### config.mk
export PLATFORM = sky130hd
export DESIGN_NAME = rst_dur_meter
export DESIGN_NICKNAME = d
export VERILOG_FILES = /design/src/rtl/rdm_pkg.sv /design/src/rtl/rdm_sync.sv /design/src/rtl/rdm_cnt.sv /design/src/rtl/rdm_thr.sv /design/src/rtl/rst_dur_meter.sv
export SDC_FILE = /design/constraint.sdc
export NUM_CORES = 1
export LEC_CHECK = 0
export BUFFER_PORTS_ARGS = -buffer_cell sky130_fd_sc_hd__buf_2
export CORE_ASPECT_RATIO = 1.5
export CORE_MARGIN = 2
export CORE_UTILIZATION = 64
export CTS_CLUSTER_SIZE = 12
export DETAILED_ROUTE_END_ITERATION = 7
export PLACE_DENSITY = 0.95
export SETUP_SLACK_MARGIN = 0.1
export SYNTH_ARGS = -nofsm -noshare
export SYNTH_HDL_FRONTEND = slang
export SYNTH_SLANG_ARGS = --single-unit
### constraint.sdc
create_clock -name clk_i -period 10.65 [get_ports clk_i]
set_clock_uncertainty 0.1 [all_clocks]
set_input_delay 1.5975 -clock clk_i [delete_from_list [all_inputs] [get_ports clk_i]]
set_output_delay 1.5975 -clock clk_i [all_outputs]
set_load 0.005 [all_outputs]
### src/rtl/rdm_pkg.sv
package rdm_pkg;
  localparam int DATA_W  = 32;
  localparam int CLR_BIT = 31;

  typedef enum logic {
    ADDR_CNT = 1'b0,
    ADDR_THR = 1'b1
  } rdm_addr_e;
endpackage

### src/rtl/rdm_sync.sv
module rdm_sync #(
  parameter int STAGES = 2
) (
  input  logic clk_i,
  input  logic rst_ni,
  input  logic async_ni,
  output logic sync_no
);
  logic [STAGES-1:0] chain_q;

  // reset to the inactive (high) level so no count starts on reset exit
  always_ff @(posedge clk_i or negedge rst_ni) begin
    if (!rst_ni) chain_q <= '1;
    else         chain_q <= {chain_q[STAGES-2:0], async_ni};
  end

  assign sync_no = chain_q[STAGES-1];
endmodule

### src/rtl/rdm_cnt.sv
module rdm_cnt #(
  parameter int CNT_W = 29
) (
  input  logic             clk_i,
  input  logic             rst_ni,
  input  logic             clr_i,
  input  logic             inc_i,
  output logic [CNT_W-1:0] cnt_o
);
  localparam logic [CNT_W-1:0] CNT_MAX = {CNT_W{1'b1}};

  logic [CNT_W-1:0] cnt_q;
  logic             at_max;

  assign at_max = (cnt_q == CNT_MAX);

  always_ff @(posedge clk_i or negedge rst_ni) begin
    if (!rst_ni)              cnt_q <= '0;
    else if (clr_i)           cnt_q <= '0;
    else if (inc_i && !at_max) cnt_q <= cnt_q + 1'b1;
  end

  assign cnt_o = cnt_q;
endmodule

### src/rtl/rdm_thr.sv
module rdm_thr #(
  parameter int CNT_W         = 29,
  parameter int THR_W         = 8,
  parameter int TICKS_PER_SEC = 25_000_000
) (
  input  logic             clk_i,
  input  logic             rst_ni,
  input  logic             we_i,
  input  logic [THR_W-1:0] wdata_i,
  input  logic [CNT_W-1:0] cnt_i,
  output logic [THR_W-1:0] thr_o,
  output logic             flag_o
);
  localparam int TICK_W = $clog2(TICKS_PER_SEC + 1);
  localparam int PROD_W = THR_W + TICK_W;
  localparam int CMP_W  = (PROD_W > CNT_W) ? PROD_W : CNT_W;

  logic [THR_W-1:0]  thr_q;
  logic [PROD_W-1:0] limit;
  logic              reached;
  logic              flag_q;

  assign limit   = PROD_W'(thr_q) * PROD_W'(TICKS_PER_SEC);
  assign reached = (thr_q != '0) && (CMP_W'(cnt_i) >= CMP_W'(limit));

  always_ff @(posedge clk_i or negedge rst_ni) begin
    if (!rst_ni) begin
      thr_q  <= '0;
      flag_q <= 1'b0;
    end else begin
      if (we_i) thr_q <= wdata_i;
      flag_q <= reached;
    end
  end

  assign thr_o  = thr_q;
  assign flag_o = flag_q;
endmodule

### src/rtl/rst_dur_meter.sv
module rst_dur_meter #(
  parameter int CNT_W         = 29,
  parameter int THR_W         = 8,
  parameter int TICKS_PER_SEC = 25_000_000,
  parameter int SYNC_STAGES   = 2
) (
  input  logic        clk_i,
  input  logic        rst_ni,
  input  logic        ext_rst_ni,
  input  logic        reg_we_i,
  input  logic        reg_addr_i,
  input  logic [31:0] reg_wdata_i,
  output logic [31:0] reg_rdata_o,
  output logic        long_press_o
);
  import rdm_pkg::*;

  rdm_addr_e        addr;
  logic             sync_n;
  logic             sync_low;
  logic             clr;
  logic             thr_we;
  logic [CNT_W-1:0] cnt_q;
  logic [THR_W-1:0] thr_q;
  logic             unused_wdata;

  assign addr     = rdm_addr_e'(reg_addr_i);
  assign clr      = reg_we_i && (addr == ADDR_CNT) && reg_wdata_i[CLR_BIT];
  assign thr_we   = reg_we_i && (addr == ADDR_THR);
  assign sync_low = !sync_n;
  assign unused_wdata = ^reg_wdata_i[CLR_BIT-1:THR_W];

  rdm_sync #(.STAGES(SYNC_STAGES)) u_sync (
    .clk_i    (clk_i),
    .rst_ni   (rst_ni),
    .async_ni (ext_rst_ni),
    .sync_no  (sync_n)
  );

  rdm_cnt #(.CNT_W(CNT_W)) u_cnt (
    .clk_i  (clk_i),
    .rst_ni (rst_ni),
    .clr_i  (clr),
    .inc_i  (sync_low),
    .cnt_o  (cnt_q)
  );

  rdm_thr #(
    .CNT_W         (CNT_W),
    .THR_W         (THR_W),
    .TICKS_PER_SEC (TICKS_PER_SEC)
  ) u_thr (
    .clk_i   (clk_i),
    .rst_ni  (rst_ni),
    .we_i    (thr_we),
    .wdata_i (reg_wdata_i[THR_W-1:0]),
    .cnt_i   (cnt_q),
    .thr_o   (thr_q),
    .flag_o  (long_press_o)
  );

  always_comb begin
    reg_rdata_o = '0;
    case (addr)
      ADDR_CNT: reg_rdata_o[CNT_W-1:0] = cnt_q;
      ADDR_THR: reg_rdata_o[THR_W-1:0] = thr_q;
      default:  reg_rdata_o = '0;
    endcase
  end
endmodule

==> results.py, run 1 <==
metrics = {
    "final_layout": {
        "mostFrequentLayoutCell": "inv_1",
        "n_antenna_cell": 0,
        "areaGrowthSynthToFinish_pct": 9.069,
        "fin_area_mm2": 0.005673,
        "fillerInstances": 533,
        "final_cell_mix": "107 x inv_1, 77 x ha_1, 50 x nor2_1, 43 x buf_2, 41 x fa_1",
        "layout.cells.non_filler": 726,
        "nNetsFinal": 775,
        "drive_gt1_frac": 0.1256,
    },
    "die": {
        "die_h_um": 114.4,
        "fp.dieW_um": 77.61,
        "rows": 40,
        "initial_utilization": 0.6536,
        "ios": 70,
        "core_area_mm2": 0.007958,
        "die_area_mm2": 0.008879,
    },
    "global_route": {
        "grt_use_total": 0.3232,
        "grt-ovfl-total": 0,
        "grt_antenna_before_repair": 0,
        "grt_pass1_vias": 4684,
        "met1_usage": 0.3577,
        "met3_usage": 0.05126,
        "grt_max_degree": 41,
        "grt_pass1_wl_um": 22430,
        "met2_usage": 0.5764,
        "grt.busiest_layer": "met2",
    },
    "setup_path": {
        "max_stage_delay_ns": 0.72,
        "arrival_ns": 6.82,
        "rr_startpoint": "u_thr.thr_o[5]",
        "slowest_stage": "fa_1",
        "crit_chain": "fa_1 > inv_1 > fa_1 > inv_1 > fa_1 > inv_1 > fa_1 > inv_1 > ha_1 > a211o_1 > a211o_1 > a31oi_1 > nor2_1 > a31oi_1 > xnor2_1 > ha_1 > nand4_1 > nor3_1 > nand2_1 > o21ai_0 > nand4_1 > nor4_2",
        "end_kind": "register",
        "regToRegEndpoint": "u_thr.flag_o",
        "crit_type": "register to register",
        "critPathMaxFanout": 8,
        "r2r_cells": 22,
        "startpoint_type": "register",
        "critPathTopFamily": "adder cells",
        "r2r_setup_slack_ns": 3.94,
        "worst-endpoint-required_ns": 10.76,
        "critPathBufInv": 4,
    },
    "yosys": {
        "ys_warn_count": 0,
        "synth_seq_cells": 40,
        "synth_cell_types": 57,
        "synth_cells": 580,
        "synth-async-reset-ratio": 1.000,
        "syn_area_mm2": 0.005201,
        "ys.flop_type": "dfrtp_1",
        "yosysSeqAreaShare": 0.1929,
        "syn_avg_cell_area_um2": 8.968,
        "synth_edf_count": 0,
    },
    "route": {
        "wirelength_um": 13420,
        "vias_per_cell": 6.167,
        "postRouteAntennaNets": 0,
        "vias": 4477,
        "dr.first_iter.drc_count": 205,
        "first_pass_iters": 5,
        "drc": 0,
        "wire_per_inst_um": 18.49,
    },
    "clock_network": {
        "clock_latency_ns": 0.30,
        "cts_made_buffers": 5,
        "htreeDepth": 2,
        "cts_setup_buffers": 0,
        "cts_resized": 0,
        "cts.path.max_buffers": 2,
        "cts_root_buf": "clkbuf_16",
        "cts_tree": "built",
        "hold_buffers": 0,
        "cts.clk_slew.worst_paths_ns": 0.07,
        "clock_sinks": 40,
    },
    "timing": {
        "final_max_slew_viol_count": 0,
        "worst_slew_pin_slew_ns": 0.9680,
        "fmax_ghz": 0.1490,
        "finalCritPeriodShare": 0.6302,
        "hold_viol": 0,
        "holdWs_ns": 0.2558,
        "setup_tns_ns": 0,
        "relSlewSlack": 0.3546,
        "rsz0062_at_grt": "false",
        "setup_viol": 0,
        "fin_crit_ns": 6.712,
    },
    "place": {
        "dpl_cell_area_mm2": 0.005502,
        "dpl.hpwl_um": 10320,
        "dp.cells": 718,
        "gp_congestion": 0.9499,
        "numPortBuffers": 43,
    },
    "run": {
        "drv_cap": 0,
    },
    "hold_path": {
        "min_to": "u_sync.chain_q[1]",
        "hp-start": "u_sync.chain_q[0]",
        "hold_class": "register to register",
        "whs_path_depth": 0,
    },
    "outcome": {
        "outcome": "finished, final reports clean",
    },
}
## cell usage after synthesis (5+ instances only)
| library cell | instances | area (µm²) |
|---|---|---|
| nand3_1 | 7 | 35.03 |
| and3_1 | 5 | 31.28 |
| xor2_1 | 14 | 122.6 |
| o21a_1 | 5 | 37.54 |
| mux2_2 | 13 | 146.4 |
| inv_1 | 107 | 401.6 |
| fa_1 | 41 | 820.8 |
| nor2b_1 | 22 | 137.6 |
| nand4_1 | 14 | 87.58 |
| ha_1 | 77 | 963.4 |
| a21oi_1 | 22 | 110.1 |
| nor2_1 | 51 | 191.4 |
| nor3_1 | 9 | 45.04 |
| clkbuf_1 | 9 | 33.78 |
| nor4_1 | 6 | 37.54 |
| o21ai_0 | 18 | 90.09 |
| nand2_1 | 24 | 90.09 |
| dfrtp_1 | 38 | 950.9 |
| xnor2_1 | 27 | 236.5 |
| a21o_1 | 5 | 37.54 |
## cell families after synthesis
family                   synth area share
XOR/XNOR                          0.06904
multiplexers                      0.03392
other                           0.0007210
AND/OR/NAND/NOR                    0.1532
flip-flops                         0.1929
AO/OA/AOI/OAI                      0.1176
adder cells (fa/ha/maj)            0.3430
buffers and inverters             0.08949
## final cells by class
class | count | area, µm² | share of cell area
Sequential cell | 40 | 1003 | 0.1769
Timing Repair Buffer | 44 | 222.7 | 0.03926
Clock buffer | 5 | 125.1 | 0.02206
Inverter | 107 | 401.6 | 0.07080
Multi-Input combinational cell | 422 | 3742 | 0.6597
Tap cell | 105 | 131.4 | 0.02316
Clock inverter | 3 | 46.29 | 0.008161
## sequential cells by signal (all words and copies together) (netlist names)
register	flops
u_sync.chain_q	2
u_thr.flag_o	1
u_cnt.cnt_o	29
u_thr.thr_o	8
## worst max-delay path by stage
stage | slack [ns] | from | depth (start not counted) | endpoint
floorplan | 5.08 | u_thr.thr_o[6] | 22 | u_thr.flag_o
global placement | 4.22 | u_thr.thr_o[5] | 22 | u_thr.flag_o
detailed placement | 4.06 | u_thr.thr_o[5] | 22 | u_thr.flag_o
CTS | 4.00 | u_thr.thr_o[5] | 22 | u_thr.flag_o
global route | 3.62 | u_thr.thr_o[5] | 22 | u_thr.flag_o
finish | 3.94 | u_thr.thr_o[5] | 22 | u_thr.flag_o
## per-layer routing
layer,vias to the layer above,wire [µm]
li1,2017,-
met1,2202,4869
met2,199,7171
met3,59,714
met4,0,669
met5,-,0
## through the flow
stage          utilization  worst slack [ns]
6_report            0.7129             3.938
3_5_place_dp        0.6914             4.063
4_1_cts             0.7129             4.004
3_3_place_gp        0.6914             4.224
2_1_floorplan            -             5.075
5_1_grt             0.7129             3.619
## worst register-to-register path, stage by stage (launching register included)
cell,delay (ns)
dfrtp_1,0.54
fa_1,0.72
inv_1,0.14
fa_1,0.50
inv_1,0.08
fa_1,0.55
inv_1,0.08
fa_1,0.55
inv_1,0.04
ha_1,0.37
a211o_1,0.29
a211o_1,0.30
a31oi_1,0.31
nor2_1,0.19
a31oi_1,0.24
xnor2_1,0.15
ha_1,0.33
nand4_1,0.13
nor3_1,0.32
nand2_1,0.08
o21ai_0,0.27
nand4_1,0.18
nor4_2,0.17
Power of run 1 is not shown: default switching activity piles up to over one toggle a cycle in this logic, so the estimate is an artifact.
==> run 2, diff against run 1 <==
--- a/config.mk
+++ b/config.mk
@@ -5,13 +5,14 @@
 export SDC_FILE = /design/constraint.sdc
 export NUM_CORES = 1
 export LEC_CHECK = 0
+export ABC_AREA = 1
 export BUFFER_PORTS_ARGS = -buffer_cell sky130_fd_sc_hd__buf_2
 export CORE_ASPECT_RATIO = 1.5
 export CORE_MARGIN = 2
-export CORE_UTILIZATION = 64
+export CORE_UTILIZATION = 55
 export CTS_CLUSTER_SIZE = 12
 export DETAILED_ROUTE_END_ITERATION = 7
-export PLACE_DENSITY = 0.95
+export PLACE_DENSITY = 0.9
 export SETUP_SLACK_MARGIN = 0.1
 export SYNTH_ARGS = -nofsm -noshare
 export SYNTH_HDL_FRONTEND = slang
==> constraint.sdc (replaced) <==
create_clock -name clk_i -period 5.7 [get_ports clk_i]
set_clock_uncertainty 0.1 [all_clocks]
set_input_delay 0.855 -clock clk_i [delete_from_list [all_inputs] [get_ports clk_i]]
set_output_delay 0.855 -clock clk_i [all_outputs]
set_load 0.005 [all_outputs]
==> run 2 against run 1 <==
  * Synthesized cell count up 37%
  * Worst setup slack worse by 3.6 ns
  * Via count rose by 22%
  * Register-to-register slack got worse by 3.6 ns
  * Cell count up 32%
  * Wire length increased by 17%
  * Global-route usage down 3.3 points
  * Fmax increased by 26%
  * First-iteration DRC count up 24%
  * Hold slack worse by 0.0023 ns
  * Critical path type unchanged
==> results.py, run 2 <==
metrics = {
    "place": {
        "numPortBuffers": 43,
        "dpl.hpwl_um": 13020,
        "dp_slack_ns": 0.1089,
        "dpl_cell_area_mm2": 0.005992,
        "gp_congestion": 0.9937,
    },
    "die": {
        "die_area_mm2": 0.01113,
        "core_area_mm2": 0.01008,
        "fp.dieW_um": 86.82,
        "ios": 70,
        "rows": 45,
        "die_h_um": 128.2,
        "initial_utilization": 0.5614,
    },
    "setup_path": {
        "crit_type": "register to register",
        "end_kind": "register",
        "worst-endpoint-required_ns": 5.82,
        "startpoint_type": "register",
        "arrival_ns": 5.46,
        "critPathMaxFanout": 6,
    },
    "route": {
        "wirelength_um": 15670,
        "first_pass_iters": 6,
        "wire_per_inst_um": 16.34,
        "drc": 0,
        "dr.first_iter.drc_count": 255,
        "vias_per_cell": 5.697,
        "vias": 5463,
        "postRouteAntennaNets": 0,
    },
    "final_layout": {
        "largest_register_ffs": 29,
        "n_antenna_cell": 0,
        "areaGrowthSynthToFinish_pct": 9.155,
        "fin_area_mm2": 0.006176,
        "finalCoreUtilization": 0.6128,
        "nNetsFinal": 996,
        "final_cell_mix": "164 x nand2_1, 159 x inv_1, 92 x nor2_1, 76 x ha_1, 43 x buf_2",
        "drive_gt1_frac": 0.09382,
        "mostFrequentLayoutCell": "nand2_1",
    },
    "global_route": {
        "grt_use_total": 0.2899,
        "grt_max_degree": 41,
        "grt-ovfl-total": 0,
        "grt_pass1_vias": 5493,
        "grt_pass1_wl_um": 24980,
        "grt_antenna_before_repair": 0,
    },
    "timing": {
        "setup_viol": 0,
        "finalCritPeriodShare": 0.9368,
        "worst_slew_pin_slew_ns": 0.9208,
        "fmax_ghz": 0.1873,
        "final_max_slew_viol_count": 0,
        "fin_crit_ns": 5.340,
        "rsz0062_at_grt": "false",
        "setup_tns_ns": 0,
        "hold_viol": 0,
        "relSlewSlack": 0.3862,
        "setup_slack_ns": 0.3605,
    },
    "yosys": {
        "ys_warn_count": 0,
        "ys.flop_type": "dfrtp_1",
        "synth_top_area_cell": "ha_1",
        "synth-async-reset-ratio": 1.000,
        "yosysSeqAreaShare": 0.1774,
        "synth_cell_types": 35,
        "synth_seq_cells": 40,
        "syn_area_mm2": 0.005658,
        "synth_cells": 795,
        "syn_avg_cell_area_um2": 7.117,
        "synth_edf_count": 0,
        "synth_common_cells": "164 x nand2_1, 159 x inv_1, 92 x nor2_1",
        "synth.top_cell.area_share": 0.1703,
        "yosysMostFrequentCell": "nand2_1",
        "synth.area.top_cells": "ha_1 17%, dfrtp_1 17%, fa_1 15%",
    },
    "clock_network": {
        "clock_sinks": 40,
        "htreeDepth": 2,
        "cts.path.max_buffers": 2,
        "cts.clk_slew.worst_paths_ns": 0.06,
        "cts_made_buffers": 5,
        "cts_tree": "built",
        "cts_root_buf": "clkbuf_16",
        "clock_latency_ns": 0.29,
    },
    "hold_path": {
        "hold_class": "register to register",
    },
    "run": {
        "drv_cap": 0,
    },
    "outcome": {
        "outcome": "finished, final reports clean",
    },
}
## run 2: cell types whose count changed after synthesis, moves of 18 or more
cell	change
a21oi_1	+21
inv_1	+52
nand3_1	+26
nand2_1	+140
nor2b_1	-22
nor2_1	+41
xnor2_1	-18
## run 2: per-layer routing
metal	global-route usage	wire length (µm)	part of all wire	up-vias
met4	0.2031	1116	0.071	0
met3	0.02447	682	0.044	80
met1	0.2941	5361	0.34	2550
met2	0.5402	8512	0.54	230
li1	-	-	-	2603
met5	0	0	0	-
## run 2: final timing paths
kind,from,end,slack (ns),cells past startpoint
setup / recovery,u_thr.thr_o[7],u_thr.flag_o,0.36,24
hold / removal,u_sync.chain_q[0],u_sync.chain_q[1],0.25,0
setup reg to reg,u_thr.thr_o[7],u_thr.flag_o,0.36,24
hold reg to reg,u_sync.chain_q[0],u_sync.chain_q[1],0.25,0
max in group asynchronous,rst_ni,u_thr.thr_o[7],4.27,1
min in group asynchronous,rst_ni,u_cnt.cnt_o[5],0.60,1
## run 2: final cells by class
type | instances | area [µm²]
Clock buffer | 6 | 138.9
Clock inverter | 2 | 10.01
Fill cell | 895 | 3902
Inverter | 164 | 615.6
Multi-Input combinational cell | 580 | 3993
Sequential cell | 40 | 1005
Tap cell | 117 | 146.4
Timing Repair Buffer | 50 | 267.8
## run 2: worst max-delay path, cell delays in order, from the launching register on
cell,delay [ns]
dfrtp_2,0.48
fa_2,0.59
inv_1,0.09
fa_1,0.50
inv_1,0.09
fa_1,0.54
inv_1,0.06
fa_1,0.58
inv_1,0.08
ha_4,0.29
nand2_1,0.09
nor2_1,0.16
nand2_1,0.07
nand3_1,0.11
nand2_1,0.06
nand2_1,0.09
a21oi_1,0.08
xor2_1,0.17
ha_1,0.34
nand2_1,0.06
nor4_1,0.26
nand3_1,0.13
nand3_1,0.09
a21oi_1,0.05
nor2_1,0.10
## run 2: kinds of logic after synthesis
logic type	synth area share
and+or+nand+nor	0.2671
other	0.0006628
xor gates and xnor gates	0.03406
buffers and inverters	0.1216
DFF	0.1774
AOI/OAI and AO/OA	0.08182
adders and majority gates	0.3153
muxes	0.001990
## run 2: per-stage QoR
step | std cells | hold slack [ns]
global route | 959 | 0.2569
CTS | 957 | 0.2543
floorplan | 797 | 0.2452
global placement | 949 | 0.2457
detailed placement | 949 | 0.2472
finish | 959 | 0.2535
## run 2: timing repair
item | in CTS | in global routing
buffers inserted | 0 | 2
setup endpoints to repair | 1 | 1
hold buffers | 0 | 0
pin swaps | 0 | 1
gates resized for setup | 1 | 5
Power of run 2 is left out for the same reason.
